File: config.mk
export PLATFORM = sky130hd
export DESIGN_NAME = hpt_walker
export DESIGN_NICKNAME = d
export VERILOG_FILES = /design/src/rtl/hpt_pkg.sv /design/src/rtl/hpt_seg_decode.sv /design/src/rtl/hpt_pte_eval.sv /design/src/rtl/hpt_flag_update.sv /design/src/rtl/hpt_walker.sv
export SDC_FILE = /design/constraint.sdc
export NUM_CORES = 1
export LEC_CHECK = 0
export BUFFER_PORTS_ARGS = -buffer_cell sky130_fd_sc_hd__buf_2
export CAP_MARGIN = 25
export CORE_AREA = 2 2 297 299
export DETAILED_ROUTE_END_ITERATION = 12
export DIE_AREA = 0 0 299 301
export PLACE_DENSITY = 0.45
export REMOVE_ABC_BUFFERS = 1
export SLEW_MARGIN = 20
export SYNTH_ARGS = -nofsm -noshare
export SYNTH_HDL_FRONTEND = slang
export SYNTH_SLANG_ARGS = --single-unit
export TNS_END_PERCENT = 50
File: constraint.sdc
create_clock -name clk -period 5.8 [get_ports clk]
set_input_delay 0.58 -clock clk [delete_from_list [all_inputs] [get_ports clk]]
set_output_delay 0.58 -clock clk [all_outputs]
set_load 0.05 [all_outputs]
File: src/rtl/hpt_pkg.sv
package hpt_pkg;

  localparam int unsigned WORD_W   = 32;
  localparam int unsigned PERM_W   = 3;
  localparam int unsigned PERM_RD  = 0;
  localparam int unsigned PERM_WR  = 1;
  localparam int unsigned PERM_EX  = 2;
  localparam int unsigned REF_BIT  = 8;
  localparam int unsigned CHG_BIT  = 7;

  typedef enum logic [2:0] {
    ST_IDLE,
    ST_RD_W0,
    ST_RD_W1,
    ST_CHECK,
    ST_WBACK,
    ST_DONE
  } walk_state_e;

  typedef enum logic [1:0] {
    FK_NOMATCH,
    FK_PROT,
    FK_NOEXEC,
    FK_DIRECT
  } fault_kind_e;

  // Syndrome word for a fault of a given kind and access type.
  function automatic logic [WORD_W-1:0] fault_syndrome(fault_kind_e kind,
                                                       logic is_fetch,
                                                       logic is_store);
    logic [WORD_W-1:0] s;
    if (is_fetch) begin
      unique case (kind)
        FK_NOMATCH: s = 32'h4000_0000;
        FK_PROT:    s = 32'h0800_0000;
        default:    s = 32'h1000_0000;
      endcase
    end else begin
      unique case (kind)
        FK_NOMATCH: s = 32'h4000_0000;
        FK_PROT:    s = 32'h0800_0000;
        FK_DIRECT:  s = 32'h0400_0000;
        default:    s = 32'h1000_0000;
      endcase
      if (is_store) s = s | 32'h0200_0000;
    end
    return s;
  endfunction

  // Permission set from access key, page protection code and no-execute.
  function automatic logic [PERM_W-1:0] pp_decode(logic key, logic [1:0] pp,
                                                  logic no_exec);
    logic [PERM_W-1:0] p;
    p = '0;
    if (!key) begin
      p[PERM_RD] = 1'b1;
      p[PERM_WR] = (pp != 2'd3);
    end else begin
      p[PERM_RD] = (pp != 2'd0);
      p[PERM_WR] = (pp == 2'd2);
    end
    p[PERM_EX] = ~no_exec;
    return p;
  endfunction

endpackage

File: src/rtl/hpt_seg_decode.sv
module hpt_seg_decode #(
  parameter int unsigned EA_W    = 32,
  parameter int unsigned PG_BITS = 12,
  parameter int unsigned SEG_W   = 4,
  parameter int unsigned VSID_W  = 24
) (
  input  logic [31:0]       desc,
  input  logic [EA_W-1:0]   ea,
  input  logic              user,
  output logic              key,
  output logic              no_exec,
  output logic              direct,
  output logic [VSID_W-1:0] hash,
  output logic [31:0]       tag
);
  localparam int unsigned PIDX_W = EA_W - SEG_W - PG_BITS;
  localparam int unsigned API_W  = 6;

  logic [VSID_W-1:0] vsid;
  logic [PIDX_W-1:0] pidx;

  assign vsid    = desc[VSID_W-1:0];
  assign pidx    = ea[EA_W-SEG_W-1:PG_BITS];
  assign direct  = desc[31];
  assign no_exec = desc[28];
  assign key     = (user & desc[29]) | (~user & desc[30]);
  assign hash    = vsid ^ VSID_W'(pidx);
  assign tag     = {1'b0, vsid[23:0], 1'b0, pidx[PIDX_W-1 -: API_W]};

endmodule

File: src/rtl/hpt_pte_eval.sv
module hpt_pte_eval
  import hpt_pkg::*;
(
  input  logic [31:0]       w0,
  input  logic [31:0]       w1,
  input  logic              pass,
  input  logic [31:0]       tag,
  input  logic              key,
  input  logic              no_exec,
  input  logic              is_fetch,
  input  logic              is_store,
  output logic              match,
  output logic [PERM_W-1:0] perm,
  output logic              grant
);
  localparam logic [31:0] TAG_MASK = 32'h7FFF_FFBF;

  assign match = w0[31] & (w0[6] == pass) & ((w0 & TAG_MASK) == tag);
  assign perm  = pp_decode(key, w1[1:0], no_exec);

  always_comb begin
    if (is_fetch)      grant = perm[PERM_EX];
    else if (is_store) grant = perm[PERM_WR];
    else               grant = perm[PERM_RD];
  end

endmodule

File: src/rtl/hpt_flag_update.sv
module hpt_flag_update
  import hpt_pkg::*;
(
  input  logic [31:0]       w1_old,
  input  logic              is_store,
  input  logic              granted,
  input  logic [PERM_W-1:0] perm_in,
  output logic [31:0]       w1_new,
  output logic              need_write,
  output logic [PERM_W-1:0] perm_out
);
  logic set_chg;

  assign set_chg = is_store & granted & ~w1_old[CHG_BIT];

  always_comb begin
    w1_new          = w1_old;
    w1_new[REF_BIT] = 1'b1;
    if (set_chg) w1_new[CHG_BIT] = 1'b1;
    perm_out = perm_in;
    if (!w1_new[CHG_BIT]) perm_out[PERM_WR] = 1'b0;
  end

  assign need_write = (w1_new != w1_old);

endmodule

File: src/rtl/hpt_walker.sv
module hpt_walker
  import hpt_pkg::*;
#(
  parameter int unsigned N_SEGS      = 16,
  parameter int unsigned N_ENTRIES   = 8,
  parameter int unsigned ENTRY_BYTES = 8,
  parameter int unsigned PG_BITS     = 12,
  parameter int unsigned VSID_W      = 24,
  parameter int unsigned PPN_W       = 20
) (
  input  logic                   clk,
  input  logic                   rst_n,
  input  logic                   req_valid,
  output logic                   req_ready,
  input  logic [31:0]            req_ea,
  input  logic                   req_store,
  input  logic                   req_fetch,
  input  logic                   req_user,
  input  logic [N_SEGS*32-1:0]   seg_file,
  input  logic [31:0]            tbl_base,
  input  logic [31:0]            tbl_mask,
  output logic                   mem_req_valid,
  input  logic                   mem_req_ready,
  output logic                   mem_req_write,
  output logic [31:0]            mem_req_addr,
  output logic [31:0]            mem_req_wdata,
  input  logic                   mem_rsp_valid,
  input  logic [31:0]            mem_rsp_rdata,
  output logic                   done_valid,
  output logic                   done_fault,
  output logic [PPN_W-1:0]       done_ppn,
  output logic [PERM_W-1:0]      done_perm,
  output logic [31:0]            done_syndrome
);
  localparam int unsigned SEG_W     = $clog2(N_SEGS);
  localparam int unsigned IDX_W     = $clog2(N_ENTRIES);
  localparam int unsigned ENT_SH    = $clog2(ENTRY_BYTES);
  localparam int unsigned GRP_SH    = $clog2(N_ENTRIES * ENTRY_BYTES);
  localparam int unsigned W1_OFS    = ENTRY_BYTES / 2;
  localparam logic [IDX_W-1:0] LAST_IDX = IDX_W'(N_ENTRIES - 1);

  // Descriptor file unpacked for indexing
  logic [31:0] seg_arr [N_SEGS];
  for (genvar s = 0; s < N_SEGS; s++) begin : g_seg
    assign seg_arr[s] = seg_file[s*32 +: 32];
  end

  // State registers
  walk_state_e       state_q, state_d;
  logic [31:0]       ea_q, ea_d;
  logic [31:0]       desc_q, desc_d;
  logic              store_q, store_d;
  logic              fetch_q, fetch_d;
  logic              user_q, user_d;
  logic              pass_q, pass_d;
  logic [IDX_W-1:0]  idx_q, idx_d;
  logic              wait_q, wait_d;
  logic [31:0]       w0_q, w0_d;
  logic [31:0]       w1_q, w1_d;
  logic              rec_valid_q, rec_valid_d;
  logic              rec_grant_q, rec_grant_d;
  logic [31:0]       rec_w1_q, rec_w1_d;
  logic [PERM_W-1:0] rec_perm_q, rec_perm_d;
  logic [31:0]       rec_addr_q, rec_addr_d;
  logic              res_fault_q, res_fault_d;
  logic [PPN_W-1:0]  res_ppn_q, res_ppn_d;
  logic [PERM_W-1:0] res_perm_q, res_perm_d;
  logic [31:0]       res_syn_q, res_syn_d;

  // Segment decode of the latched request
  logic              seg_key, seg_nx, seg_direct;
  logic [VSID_W-1:0] seg_hash;
  logic [31:0]       seg_tag;

  hpt_seg_decode #(
    .EA_W    (32),
    .PG_BITS (PG_BITS),
    .SEG_W   (SEG_W),
    .VSID_W  (VSID_W)
  ) i_seg_decode (
    .desc    (desc_q),
    .ea      (ea_q),
    .user    (user_q),
    .key     (seg_key),
    .no_exec (seg_nx),
    .direct  (seg_direct),
    .hash    (seg_hash),
    .tag     (seg_tag)
  );

  // Entry address for the current pass and index
  logic [31:0] hash_sel, grp_off, entry_addr;
  assign hash_sel   = pass_q ? ~(32'(seg_hash)) : 32'(seg_hash);
  assign grp_off    = (hash_sel << GRP_SH) & tbl_mask;
  assign entry_addr = tbl_base + grp_off + (32'(idx_q) << ENT_SH);

  // Entry evaluation
  logic              pte_match, pte_grant;
  logic [PERM_W-1:0] pte_perm;

  hpt_pte_eval i_pte_eval (
    .w0       (w0_q),
    .w1       (w1_q),
    .pass     (pass_q),
    .tag      (seg_tag),
    .key      (seg_key),
    .no_exec  (seg_nx),
    .is_fetch (fetch_q),
    .is_store (store_q),
    .match    (pte_match),
    .perm     (pte_perm),
    .grant    (pte_grant)
  );

  // Referenced / changed update of the selected entry
  logic [31:0]       fu_w1;
  logic              fu_write;
  logic [PERM_W-1:0] fu_perm;

  hpt_flag_update i_flag_update (
    .w1_old     (rec_w1_q),
    .is_store   (store_q),
    .granted    (rec_grant_q),
    .perm_in    (rec_perm_q),
    .w1_new     (fu_w1),
    .need_write (fu_write),
    .perm_out   (fu_perm)
  );

  logic        early_fault;
  fault_kind_e early_kind;
  assign early_fault = seg_direct | (fetch_q & seg_nx);
  assign early_kind  = seg_direct ? FK_DIRECT : FK_NOEXEC;

  // Next-state logic
  always_comb begin
    state_d     = state_q;
    ea_d        = ea_q;
    desc_d      = desc_q;
    store_d     = store_q;
    fetch_d     = fetch_q;
    user_d      = user_q;
    pass_d      = pass_q;
    idx_d       = idx_q;
    wait_d      = wait_q;
    w0_d        = w0_q;
    w1_d        = w1_q;
    rec_valid_d = rec_valid_q;
    rec_grant_d = rec_grant_q;
    rec_w1_d    = rec_w1_q;
    rec_perm_d  = rec_perm_q;
    rec_addr_d  = rec_addr_q;
    res_fault_d = res_fault_q;
    res_ppn_d   = res_ppn_q;
    res_perm_d  = res_perm_q;
    res_syn_d   = res_syn_q;
    mem_req_valid = 1'b0;
    mem_req_write = 1'b0;
    mem_req_addr  = entry_addr;
    mem_req_wdata = '0;

    unique case (state_q)
      ST_IDLE: begin
        if (req_valid) begin
          ea_d        = req_ea;
          desc_d      = seg_arr[req_ea[31 -: SEG_W]];
          fetch_d     = req_fetch;
          store_d     = req_store & ~req_fetch;
          user_d      = req_user;
          pass_d      = 1'b0;
          idx_d       = '0;
          wait_d      = 1'b0;
          rec_valid_d = 1'b0;
          rec_grant_d = 1'b0;
          state_d     = ST_RD_W0;
        end
      end

      ST_RD_W0: begin
        if (early_fault) begin
          res_fault_d = 1'b1;
          res_ppn_d   = '0;
          res_perm_d  = '0;
          res_syn_d   = fault_syndrome(early_kind, fetch_q, store_q);
          state_d     = ST_DONE;
        end else if (!wait_q) begin
          mem_req_valid = 1'b1;
          if (mem_req_ready) wait_d = 1'b1;
        end else if (mem_rsp_valid) begin
          w0_d    = mem_rsp_rdata;
          wait_d  = 1'b0;
          state_d = ST_RD_W1;
        end
      end

      ST_RD_W1: begin
        mem_req_addr = entry_addr + 32'(W1_OFS);
        if (!pte_match) begin
          state_d = ST_CHECK;
        end else if (!wait_q) begin
          mem_req_valid = 1'b1;
          if (mem_req_ready) wait_d = 1'b1;
        end else if (mem_rsp_valid) begin
          w1_d    = mem_rsp_rdata;
          wait_d  = 1'b0;
          state_d = ST_CHECK;
        end
      end

      ST_CHECK: begin
        if (pte_match) begin
          rec_valid_d = 1'b1;
          rec_grant_d = pte_grant;
          rec_w1_d    = w1_q;
          rec_perm_d  = pte_perm;
          rec_addr_d  = entry_addr + 32'(W1_OFS);
        end
        if (pte_match && pte_grant) begin
          state_d = ST_WBACK;
        end else if (idx_q != LAST_IDX) begin
          idx_d   = idx_q + 1'b1;
          state_d = ST_RD_W0;
        end else if (!pass_q) begin
          pass_d  = 1'b1;
          idx_d   = '0;
          state_d = ST_RD_W0;
        end else if (rec_valid_d) begin
          state_d = ST_WBACK;
        end else begin
          res_fault_d = 1'b1;
          res_ppn_d   = '0;
          res_perm_d  = '0;
          res_syn_d   = fault_syndrome(FK_NOMATCH, fetch_q, store_q);
          state_d     = ST_DONE;
        end
      end

      ST_WBACK: begin
        mem_req_addr  = rec_addr_q;
        mem_req_wdata = fu_w1;
        mem_req_write = fu_write;
        mem_req_valid = fu_write;
        if (!fu_write || mem_req_ready) begin
          if (rec_grant_q) begin
            res_fault_d = 1'b0;
            res_ppn_d   = rec_w1_q[31 -: PPN_W];
            res_perm_d  = fu_perm;
            res_syn_d   = '0;
          end else begin
            res_fault_d = 1'b1;
            res_ppn_d   = '0;
            res_perm_d  = '0;
            res_syn_d   = fault_syndrome(FK_PROT, fetch_q, store_q);
          end
          state_d = ST_DONE;
        end
      end

      ST_DONE: state_d = ST_IDLE;

      default: state_d = ST_IDLE;
    endcase
  end

  // Registers
  always_ff @(posedge clk or negedge rst_n) begin
    if (!rst_n) begin
      state_q     <= ST_IDLE;
      ea_q        <= '0;
      desc_q      <= '0;
      store_q     <= 1'b0;
      fetch_q     <= 1'b0;
      user_q      <= 1'b0;
      pass_q      <= 1'b0;
      idx_q       <= '0;
      wait_q      <= 1'b0;
      w0_q        <= '0;
      w1_q        <= '0;
      rec_valid_q <= 1'b0;
      rec_grant_q <= 1'b0;
      rec_w1_q    <= '0;
      rec_perm_q  <= '0;
      rec_addr_q  <= '0;
      res_fault_q <= 1'b0;
      res_ppn_q   <= '0;
      res_perm_q  <= '0;
      res_syn_q   <= '0;
    end else begin
      state_q     <= state_d;
      ea_q        <= ea_d;
      desc_q      <= desc_d;
      store_q     <= store_d;
      fetch_q     <= fetch_d;
      user_q      <= user_d;
      pass_q      <= pass_d;
      idx_q       <= idx_d;
      wait_q      <= wait_d;
      w0_q        <= w0_d;
      w1_q        <= w1_d;
      rec_valid_q <= rec_valid_d;
      rec_grant_q <= rec_grant_d;
      rec_w1_q    <= rec_w1_d;
      rec_perm_q  <= rec_perm_d;
      rec_addr_q  <= rec_addr_d;
      res_fault_q <= res_fault_d;
      res_ppn_q   <= res_ppn_d;
      res_perm_q  <= res_perm_d;
      res_syn_q   <= res_syn_d;
    end
  end

  assign req_ready     = (state_q == ST_IDLE);
  assign done_valid    = (state_q == ST_DONE);
  assign done_fault    = res_fault_q;
  assign done_ppn      = res_ppn_q;
  assign done_perm     = res_perm_q;
  assign done_syndrome = res_syn_q;

  // Assertions
  p_hold_req_r10: assert property (@(posedge clk) disable iff (!rst_n)
    mem_req_valid && !mem_req_ready |=> mem_req_valid && $stable(mem_req_addr)
      && $stable(mem_req_write) && $stable(mem_req_wdata));

  p_busy_after_accept_r10: assert property (@(posedge clk) disable iff (!rst_n)
    req_valid && req_ready |=> !req_ready);

  p_no_req_while_waiting_r10: assert property (@(posedge clk) disable iff (!rst_n)
    wait_q && !mem_rsp_valid |-> !mem_req_valid);

  p_done_pulse_r11: assert property (@(posedge clk) disable iff (!rst_n)
    done_valid |=> !done_valid);

  p_fault_clean_r11: assert property (@(posedge clk) disable iff (!rst_n)
    done_valid && done_fault |-> done_perm == '0 && done_ppn == '0);

  p_wb_ref_r6: assert property (@(posedge clk) disable iff (!rst_n)
    mem_req_valid && mem_req_write |-> mem_req_wdata[REF_BIT]);

  p_nx_noread_r8: assert property (@(posedge clk) disable iff (!rst_n)
    state_q == ST_RD_W0 && fetch_q && seg_nx |-> !mem_req_valid);

  p_pass_after_last_r5: assert property (@(posedge clk) disable iff (!rst_n)
    $rose(pass_q) |-> $past(idx_q) == LAST_IDX);

endmodule

# Yosys cells after proc, flatten, opt, wreduce, memory -nomap -nowiden
# Index checks and enable logic that the tools add are counted.
# W data, S select, Z words.
op_classes:
  addsub: 4
  n_mul: 0
  n_div: 0
  n_lt_le_gt_ge: 1
  n_eq_ne: 28
  shift: 0
  muxes: 90
  bitwise_logic: 19
  n_reduce_logical: 20
op_table:
  columns: ["op", "count"]
  rows:
  - ["$mux W32", 9]
  - ["$mux W26", 6]
  - ["$mux W20", 7]
  - ["$bmux W32 S4", 1]
  - ["$pmux W32 S3", 1]
  - ["$pmux W31 S3", 1]
  - ["$mux W3", 22]
  - ["$pmux W32 S2", 1]
  - ["$pmux W31 S2", 1]
  - ["$pmux W20 S3", 1]
  - ["$add A32 B3 Y32 const B", 1]
  - ["$add A32 B32 Y32", 1]
  - ["$add A32 B6 Y32", 1]
  - ["$and A32 B32 Y32", 1]
  - ["$mux W31", 1]
  - ["$eq A30 B30 Y1", 1]
  - ["$mux W1", 28]
  - ["$mux W28", 1]
  - ["$not A24 Y26", 1]
  - ["$xor A24 B16 Y24", 1]
  - ["$ne A2 B2 Y1 const B", 11]
  - ["$reduce_and A4 Y1", 5]
  - ["$ne A3 B3 Y1 const B", 6]
  - ["$pmux W3 S5", 1]
  - ["29 further kinds", 52]
word_totals:
  ff_bits: 260
  latch_bits: 0
  mem_bits_rw: 0
  romBits: 0
  out_inout_bits: 124
  elab_cells: 182
  n_memories: 0

# Longest topological paths before layout
logic_depth:
  word_depth: 10
  mapped_depth: 16
  ltp_nobuf: 14

# Hierarchy
# Synthesis repeated with hierarchy kept, for this count alone.
hier_totals:
  hier_cells: 1754
  hier_area_um2: 17526.8
modules_own_cells:
  columns: ["mod", "instances", "cells_each", "area_per_inst_um2"]
  rows:
  - ["hpt_walker", 1, 1606, 16379.5]
  - ["hpt_seg_decode", 1, 60, 474.2]
  - ["hpt_pte_eval", 1, 50, 399.1]
  - ["hpt_flag_update", 1, 38, 274.0]

# Worst setup path before layout
# Ideal clock, no wire load.
synth_path:
  kind: "reg2out"
  start: "register pass_q"
  end: "output mem_req_addr[21]"
  t_arrival_ns: 4.656
  slack_ns: 0.564
  path_stages_with_launch: 16
  path_buffers: 2
  path_cell_list: "dfrtp_1 -> clkbuf_1 -> clkbuf_1 -> xnor2_1 -> and2_1 -> ha_1 -> nand2_2 -> o31ai_4 -> a21oi_1 -> xnor2_1 -> and4_1 -> and4_1 -> nor3b_2 -> nand3_1 -> xnor2_1 -> o221ai_1"
synth_between:
  elab_chain_cells: 6
synth_lines:
  columns: ["element", "line_no", "text"]
  rows:
  - ["from (decl)", "hpt_walker.sv:55", "logic pass_q, pass_d;"]
  - ["from (signal assigned)", "hpt_walker.sv:295", "pass_q <= pass_d;"]
  - ["$mux W26 *", "hpt_walker.sv:93", "assign hash_sel = pass_q ? ~(32'(seg_hash)) : 32'(seg_hash);"]
  - ["$and A32 B32 Y32 *", "hpt_walker.sv:94", "assign grp_off = (hash_sel << GRP_SH) & tbl_mask;"]
  - ["$add A32 B32 Y32 *", "hpt_walker.sv:95", "assign entry_addr = tbl_base + grp_off + (32'(idx_q) << ENT_SH);"]
  - ["$add A32 B6 Y32 *", "hpt_walker.sv:95", null]
  - ["$add A32 B3 Y32", "hpt_walker.sv:197", "mem_req_addr = entry_addr + 32'(W1_OFS);"]
  - ["$pmux W32 S2 *", "hpt_walker.sv:162", "unique case (state_q)"]
  - ["to (decl)", "hpt_walker.sv:25", "output logic [31:0] mem_req_addr,"]
# Every way passes the cells marked *; elsewhere a longest branch is shown, timed or not.

# Worst setup path after layout
layout_path:
  start: "register ea_q[23]"
  end: "output mem_req_addr[31]"
layout_between:
  elab_chain_cells: 8
layout_lines:
  columns: ["element", "line_no", "text"]
  rows:
  - ["from (decl)", "hpt_walker.sv:50", "logic [31:0] ea_q, ea_d;"]
  - ["from (signal assigned)", "hpt_walker.sv:269", "ea_q <= '0;"]
  - ["from (signal assigned)", "hpt_walker.sv:290", "ea_q <= ea_d;"]
  - ["$xor A24 B16 Y24 *", "hpt_seg_decode.sv:27", "assign hash = vsid ^ VSID_W'(pidx);"]
  - ["$not A24 Y26", "hpt_walker.sv:93", null]
  - ["$mux W26 *", "hpt_walker.sv:93", null]
  - ["$and A32 B32 Y32 *", "hpt_walker.sv:94", null]
  - ["$add A32 B32 Y32 *", "hpt_walker.sv:95", null]
  - ["$add A32 B6 Y32 *", "hpt_walker.sv:95", null]
  - ["$add A32 B3 Y32", "hpt_walker.sv:197", null]
  - ["$pmux W32 S2 *", "hpt_walker.sv:162", null]
# Marked as above.

==> results.toml <==
[status]
status = "complete, no violations"

[grt]
antenna_found_initial = 74
gr-usage-all-layers_pct = 17.5
grt-ovfl-total = 0
grt_pass1_vias = 14792
grt_max_degree = 113
grt_pass1_wl_um = 112000

[setup_path]
max_stage_delay_ns = 0.55
required_ns = 5.22
crit_chain = "xnor2_1 -> xnor2_1 -> and2_1 -> ha_1 -> nand2_1 -> o21ai_1 -> nor2_1 -> a21oi_2 -> nor4_1 -> a311oi_2 -> nand4_4 -> nor4_4 -> xnor2_1 -> a221o_1 -> buf_2"
end_kind = "output pin"
path_class = "reg -> out"
cp_common_cell = "xnor2_1"
critPathBufInv = 1
slowest_stage = "a311oi_2"
critPathMaxFanout = 9
crit_family = "compound AO/OA/AOI/OAI gates"
startpoint_type = "flip-flop"
critical_path_arrival_ns = 4.91

[clocking]
htreeDepth = 1
cts.clk_slew.worst_paths_ns = 0.06
cts-root-buf = "clkbuf_16"
cts.sinks = 217
numCtsBuffers = 30
cts_tree = "done"
cts_buffer_depth = 3
clock_latency_ns = 0.60

[finish]
post-route-util_pct = 25.2
nets = 2809
final_common_cell = "buf_2"
area_delta_synth_final_pct = 36.7
fillers = 9498
final_cell_mix = "buf_2, nand2_1, dfrtp_1"
drive_gt1_share_pct = 47.8

[synth]
synth_mux_area_share_pct = 27.6
synth_top_family_by_area = "multiplexers"
yosysSeqAreaShare_pct = 34.1
ys_seq_elements = 217
syn-cell-area_um2 = 15900
synth_top_area_share_pct = 34.1
yosys_warnings = 0
synth-simple-area-share_pct = 15.4
netlist_instances = 1504
yosys.area.top_type = "dfrtp_1"
synth_compound_area_share_pct = 9.80
synth_adder_area_share_pct = 2.56
synth-xor-area-share_pct = 6.58
yosys-top-cells-area = "dfrtp_1, mux4_2, mux2_2"
ys_types = 80
async_reset_ff_share_pct = 100
synth-main-ff-cell = "dfrtp_1"
synth_area_per_cell_um2 = 10.6
synth_edf_count = 0

[timing]
clock_skew_ns = 0.0291
hold_violations = 0
final.setup.tns_ns = 0
final_max_slew_viol_count = 0
period_share_pct = 94.6
setup_viol = 0
worst_slew_pin_slew_ns = 1.05
maxSlewHeadroom_pct = 30.1
rsz0062_at_grt = "no"
max_freq_mhz = 182
fin_crit_ns = 5.49

[pwr]
p_seq_share_pct = 23.3
p_int_mw = 4.85
powerDensity_nw_per_um2 = 427
power.share.clock_pct = 21.7
switching_share_pct = 47.9
vdd_drop_max_uv = 395
p_switching_mw = 4.46
p_leak_nw = 10.2
combPwrFrac_pct = 54.9

[detailed_routing]
drcViolationCount = 0
first_pass_iters = 5
wirelength_um = 82000
vias_per_cell = 4.46
wire_per_inst_um = 24.6
drt_iter0_drc = 1001
drtAntennaViolNets = 0
vias = 14838

[die]
core-area_um2 = 86500
initial_core_util_pct = 18.4
io_pins = 772
die_x_um = 299
die_h_um = 301
die_area_um2 = 90000
rows = 108

[flow_run]
maxCapViolCount = 0

[hold_path]
min_path_type = "in -> reg"

[placed_design]
place.gp.congestion = 0.874
port_buffers = 662
dp_hpwl_um = 69300
-- power by group through the flow --
stage          combinational (mW)  clock [mW]  sequential (mW)
2_1_floorplan                3.47           0             2.09
3_3_place_gp                 5.09           0             2.20
3_5_place_dp                 5.09           0             2.21
4_1_cts                      5.12        2.09             2.19
5_1_grt                      5.54        2.16             2.22
6_report                     5.11        2.02             2.17
-- metrics by stage --
step / cells / power [mW] / hold slack [ns] / setup WS (ns) / instance area, um^2
global placement: 3248 / 7.29 / 0.460 / 0.563 / 20500
floorplan: 1407 / 5.57 / 0.284 / 0.667 / 15500
finish: 3330 / 9.31 / 0.167 / 0.314 / 21800
global route: 3313 / 9.92 / 0.141 / 0.00419 / 21700
detailed placement: 3249 / 7.30 / 0.461 / 0.510 / 20500
CTS: 3305 / 9.40 / 0.119 / 0.0111 / 21600
-- logic make-up (layout without fill, tap and decap cells) --
logic type / after synthesis / in the layout
multiplexers: 251 / 251
adder cells (fa/ha/maj): 32 / 32
other: 1 / 50
AND/OR/NAND/NOR: 510 / 510
buffers and inverters: 141 / 763
flip-flops: 217 / 217
AO/OA/AOI/OAI: 234 / 234
XOR/XNOR: 118 / 118
-- timing repair --
action / CTS / global route
hold buffers: 1 / 0
hold endpoints to repair: 1 / 0
setup buffers: 0 / 1
setup endpoints to repair: 4 / 12
gates resized for setup: 2 / 15
pin swaps: 0 / 2
-- registers in the layout (all words and copies together) (netlist names), 3 cells and up --
register and count:
idx_q 3, w0_q 32, done_ppn 20, w1_q 32, rec_perm_q 3, done_perm 3
state_q 3, rec_w1_q 32, done_syndrome 5, desc_q 28, ea_q 16, rec_addr_q 32
-- final timing paths --
kind / startpoint / cells past startpoint / to / slack, ns
max: ea_q[23] / 15 / mem_req_addr[31] / 0.31
min: req_ea[19] / 3 / ea_q[19] / 0.17
max reg2reg: ea_q[23] / 14 / rec_addr_q[31] / 1.61
min reg2reg: done_syndrome[27] / 2 / done_syndrome[27] / 0.47
max in group asynchronous: rst_n / 3 / rec_addr_q[2] / 4.01
min in group asynchronous: rst_n / 2 / rec_addr_q[1] / 0.53
-- routing by layer --
metal / track usage (%) / up-vias / part of all wire, % / routed length (um)
met2: 28.6 / 629 / 47 / 38500
met4: 4.94 / 28 / 3.0 / 2470
li1: - / 6760 / - / -
met3: 4.65 / 144 / 9.4 / 7710
met1: 22.7 / 7277 / 40 / 33200
met5: 0 / - / 0.21 / 175
-- cells in the mapped netlist (all sizes together), types with 10 or more instances --
cell type	count
nor3	15
nand3	17
xnor2	86
a22oi	15
inv	18
clkbuf	76
nand2	276
and2	68
mux2	109
nor2	52
xor2	32
buf	47
a21o	11
nand4	21
nor4	13
mux4	140
ha	31
o21ai	91
a21oi	40
dfrtp	217
nand2b	10
-- cell type report --
class,instances,area [um^2],area share (%)
multi-input combinational,1172,10100,46.3
sequential,217,5430,24.9
timing repair buffer,690,3600,16.5
tap,1155,1450,6.63
clock buffer,45,907,4.16
clock inverter,10,181,0.833
inverter,18,67.6,0.310
antenna,23,57.6,0.264
-- worst reg2reg max path, stage by stage (launching register included) --
cell,delay [ns]
dfrtp_1,0.43
xnor2_1,0.28
xnor2_1,0.17
and2_1,0.23
ha_1,0.50
nand2_1,0.20
o21ai_1,0.35
nor2_1,0.11
a21oi_2,0.28
nor4_1,0.10
a311oi_2,0.55
nand4_4,0.21
nor4_4,0.30
xnor2_1,0.11
mux2_1,0.29
Note: power is estimated with default switching activity, not from simulation.
